File: config.mk
export PLATFORM = sky130hd
export DESIGN_NAME = trap_capture_seq
export DESIGN_NICKNAME = d
export VERILOG_FILES = /design/src/rtl/trap_capture_seq.sv
export SDC_FILE = /design/constraint.sdc
export NUM_CORES = 1
export LEC_CHECK = 0
export BUFFER_PORTS_ARGS = -buffer_cell sky130_fd_sc_hd__buf_2
export CORE_AREA = 4 4 140 142
export DETAILED_ROUTE_END_ITERATION = 8
export DIE_AREA = 0 0 144 146
export GPL_ROUTABILITY_DRIVEN = 0
export GPL_TIMING_DRIVEN = 0
export PLACE_DENSITY = 0.75
export RECOVER_POWER = 100
export SYNTH_ARGS = -nofsm -noshare
export SYNTH_HDL_FRONTEND = slang
export SYNTH_SLANG_ARGS = --single-unit
File: constraint.sdc
create_clock -name clk -period 1.65 [get_ports clk]
set_clock_uncertainty 0.15 [all_clocks]
set_input_delay 0.0825 -clock clk [delete_from_list [all_inputs] [get_ports clk]]
set_output_delay 0.0825 -clock clk [all_outputs]
set_load 0.05 [all_outputs]
File: src/rtl/trap_capture_seq.sv
module trap_capture_seq #(
  parameter int W      = 32,
  parameter int JC_BIT = 17
) (
  input  logic         clk,
  input  logic         rst_n,
  input  logic         trap_req,
  input  logic [W-1:0] oreg_val,
  input  logic [W-1:0] left_val,
  input  logic [W-1:0] right_val,
  input  logic [W-1:0] alu_status,
  input  logic [W-1:0] proc_status,
  input  logic         restore_req,
  input  logic [W-1:0] restore_status,
  input  logic         restore_jcond,
  input  logic         ret_done,
  output logic [4:0]   stage_en,
  output logic         fetch_zero,
  output logic         busy,
  output logic [W-1:0] save_oreg,
  output logic [W-1:0] save_left,
  output logic [W-1:0] save_right,
  output logic [W-1:0] save_status,
  output logic         save_jcond,
  output logic [W-1:0] status_out,
  output logic         ctl_hold
);

  localparam int NSTG  = 5;
  localparam int ALU_S = 3;

  logic            active, pend, alu_off;
  logic [2:0]      ph;
  logic [NSTG-1:0] rel_mask;

  wire accept = !active && (trap_req || pend);

  always_ff @(posedge clk) begin
    if (!rst_n) begin
      active      <= 1'b0;
      pend        <= 1'b0;
      ph          <= '0;
      save_oreg   <= '0;
      save_left   <= '0;
      save_right  <= '0;
      save_status <= '0;
      save_jcond  <= 1'b0;
    end else begin
      if (accept) begin
        active <= 1'b1;
        ph     <= '0;
      end else if (active) begin
        case (ph)
          3'd0:    save_oreg   <= oreg_val;
          3'd1:    save_left   <= left_val;
          3'd2:    save_right  <= right_val;
          3'd3:    save_status <= alu_status;
          default: save_jcond  <= proc_status[JC_BIT];
        endcase
        ph <= ph + 3'd1;
        if (ph == 3'd4) active <= 1'b0;
      end
      if (accept)                  pend <= 1'b0;
      else if (active && trap_req) pend <= 1'b1;
    end
  end

  always_ff @(posedge clk) begin
    if (!rst_n) begin
      status_out <= '0;
      ctl_hold   <= 1'b0;
      alu_off    <= 1'b0;
    end else if (restore_req) begin
      status_out <= restore_status;
      ctl_hold   <= restore_jcond;
      alu_off    <= 1'b1;
    end else if (ret_done) begin
      alu_off <= 1'b0;
    end
  end

  for (genvar i = 0; i < NSTG; i++) begin : g_rel
    assign rel_mask[i] = !active || (ph > 3'(i));
  end

  assign stage_en   = rel_mask & ~(NSTG'(alu_off) << ALU_S);
  assign fetch_zero = active && (ph == 3'd0);
  assign busy       = active;

  assert_accept_freezes_R2: assert property (@(posedge clk) disable iff (!rst_n)
    (!busy && (trap_req || pend)) |=> (stage_en == '0 && fetch_zero && busy));

  assert_one_per_cycle_R4: assert property (@(posedge clk) disable iff (!rst_n)
    busy |=> ($countones(rel_mask) == $countones($past(rel_mask)) + 1));

  assert_oreg_first_R3: assert property (@(posedge clk) disable iff (!rst_n)
    (busy && fetch_zero) |=> (save_oreg == $past(oreg_val)));

  assert_jcond_last_R6: assert property (@(posedge clk) disable iff (!rst_n)
    (busy && ph == 3'd4) |=> (save_jcond == $past(proc_status[JC_BIT]) && !busy));

  assert_trap_held_R8: assert property (@(posedge clk) disable iff (!rst_n)
    (busy && trap_req) |=> (pend || busy));

  assert_restore_alu_off_R9: assert property (@(posedge clk) disable iff (!rst_n)
    restore_req |=> (!stage_en[ALU_S] && status_out == $past(restore_status)));

endmodule

==> metrics.yaml <==
status: "finished with violations"
violations: "setup timing"
wl_um: 25900
vias: 7276
yosys.area_share.simple: 0.202
grt_pass1_vias: 7521
pin_count: 367
syn_area_um2: 6120
holdWs_ns: 0.110
worstPathMaxFanout: 6
critPathRequiredTime_ns: 1.42
grt_overflow_total: 0
max_freq_mhz: 553
clock_sink_count: 168
synth_cells: 716
synth_xor_xnor_area_share: 0
ir_drop_mv: 0.647
synth_commonest_cells: "nand2_1, dfxtp_1, a21oi_1"
rows: 50
finalHoldViolations: 0
timing.rr.start: "ph[1]"
synth_cell_types: 29
drt-vias-per-instance: 4.80
setup_tns_ns: -1.81
startpoint_type: "flip-flop"
synth_ff_type: "dfxtp_1"
synth_compound_area_frac: 0.126
synth-edff-count: 0
fin_ws_ns: -0.158
yosys-top-cells-area: "dfxtp_1, nand2_1, a21oi_1"
max-slew-margin-rel: 0.483
synth_top_family_by_area: "simple AND/OR/NAND/NOR gates"
yosysMostFrequentCell: "nand2_1"
place_ws_ns: -0.188
period_needed_ns: 1.81
yosysTopAreaCell: "dfxtp_1"
max-cap-violations: 0
arrival_ns: 1.58
hpwl_um: 15200
antenna_found_initial: 1
grt_usage: 0.225
setup_violations: 45
async_flop_share: 0
port_buffers: 334
clkSlewWorstSetupHoldPaths_ns: 0.07
ys_ff_latch: 168
synth.top_cell.area_share: 0.550
postSynthNetCount: 919
timing.rr.end: "save_status[26]"
die_w_um: 144
grt_start_max_net_pins: 17
clockRootBuffer: "clkbuf_16"
rrSetupSlack_ns: -0.08
nets: 1472
critPathCapture: "stage_en[3]"
start_util: 0.331
p_per_area_nw_per_um2: 897
yosysSeqAreaShare: 0.550
crit_type: "reg -> out"
final_cells: 1517
core_um2: 18500
synthMuxAreaShare: 0.0540
drive_gt1_frac: 0.329
dr.pass1.iters: 5
end_kind: "output pin"
cp-startpoint: "ph[1]"
syn_area_per_cell_um2: 8.54
placed_cells: 1284
hold_class: "in -> reg"
synthAdderAreaFrac: 0.0102
die_h_um: 146
cts_buffers: 17
rsz0062_at_grt: "true"
wire_per_inst_um: 17.0
finalMaxSlewViolations: 0
clock_latency_ns: 0.41
drc: 0
htreeDepth: 4
grt_first_pass_wirelength_um: 37500
synth_warnings: 0
p_leak_nw: 4.63
drt-initial-drc-count: 215
cts_tree: "yes"
dieArea_um2: 21000
total_power_mw: 9.90
area_growth_pct: 80.4
ant_nets: 0
reg2regPathDepth: 7
tightest_slew_ns: 0.776
clock_path_buffers: 2
min_period_over_period: 1.10
[per-layer routing]
| layer | GRT usage | vias up | part of all wire | routed length (µm) |
|---|---|---|---|---|
| li1 | - | 3438 | - | - |
| met1 | 0.240 | 3361 | 0.38 | 9810 |
| met2 | 0.393 | 378 | 0.49 | 12700 |
| met3 | 0.0690 | 99 | 0.078 | 2010 |
| met4 | 0.113 | 0 | 0.052 | 1350 |
| met5 | 0 | - | 0 | 0 |
[sequential cells by signal (all words and copies together) (netlist names)]
name,flops
save_status,32
save_left,32
ph,3
save_right,32
pend,1
alu_off,1
status_out,32
busy,1
save_jcond,1
ctl_hold,1
save_oreg,32
[worst max-delay path, cell delays in order (launching register included)]
cell and delay, ns:
dfxtp_4 0.37, ha_4 0.17, ha_4 0.16, o21a_1 0.17, nor2_2 0.11, buf_6 0.17
[per-stage QoR]
step / instance area, µm² / util
6_report: 11000 / 0.598
5_1_grt: 11000 / 0.598
4_1_cts: 10500 / 0.571
3_5_place_dp: 8080 / 0.438
3_3_place_gp: 8080 / 0.438
2_1_floorplan: 6120 / -
[where the power goes]
group,internal [mW],total (mW),switching [mW]
clock network,1.99,3.77,1.78
logic,0.737,1.84,1.11
registers,4.19,4.28,0.0855
[cells in the final DEF, fill, tap and decap left out, types with 21 or more instances in the layout]
master and count:
nand2_1 207, buf_2 169, dlygate4sd3_1 169, dfxtp_1 165, clkbuf_1 133, a21oi_1 91
clkbuf_2 45, a21oi_2 41, nor2_1 36, mux2i_1 33, buf_4 31, nand2_2 30
buf_6 26, nand2_4 21
[layout make-up]
type                    count  area [µm²]
inverters                   6        35.0
well taps                 234         293
plain buffers              48         378
repair buffers            538        3600
flip-flops and latches    168        3370
diodes                      1        2.50
clock inverters            12         111
multi-input cells         490        2810
fillers                  1516        7420
clock buffers              20         437
[cell families (layout without fill, tap and decap cells)]
family / Yosys count / count (layout)
AND/OR/NAND/NOR: 311 / 311
other: 0 / 1
multiplexers: 33 / 33
adder cells (fa/ha/maj): 5 / 5
AO/OA/AOI/OAI: 141 / 141
buffers and inverters: 58 / 624
flip-flops: 168 / 168
[how the worst min path moves through the flow]
stage / start / slack (ns) / cells past startpoint / endpoint
floorplan: rst_n / 0.05 / 1 / ph[2]
global placement: restore_status[1] / 0.16 / 3 / status_out[1]
detailed placement: alu_status[21] / 0.18 / 3 / save_status[21]
CTS: rst_n / 0.03 / 4 / save_status[30]
global route: restore_req / 0.11 / 4 / alu_off
finish: restore_req / 0.11 / 4 / alu_off
[what timing repair did]
item                                    4_1_cts  5_1_grt
hold endpoints to repair                    168        0
gates resized for setup                      39      145
buffers inserted                             13       16
cloned                                        0        7
endpoints found under the setup margin       95      129
hold buffers                                169        0
pin swaps                                     7       49
Note: power is estimated with default switching activity, not from simulation.
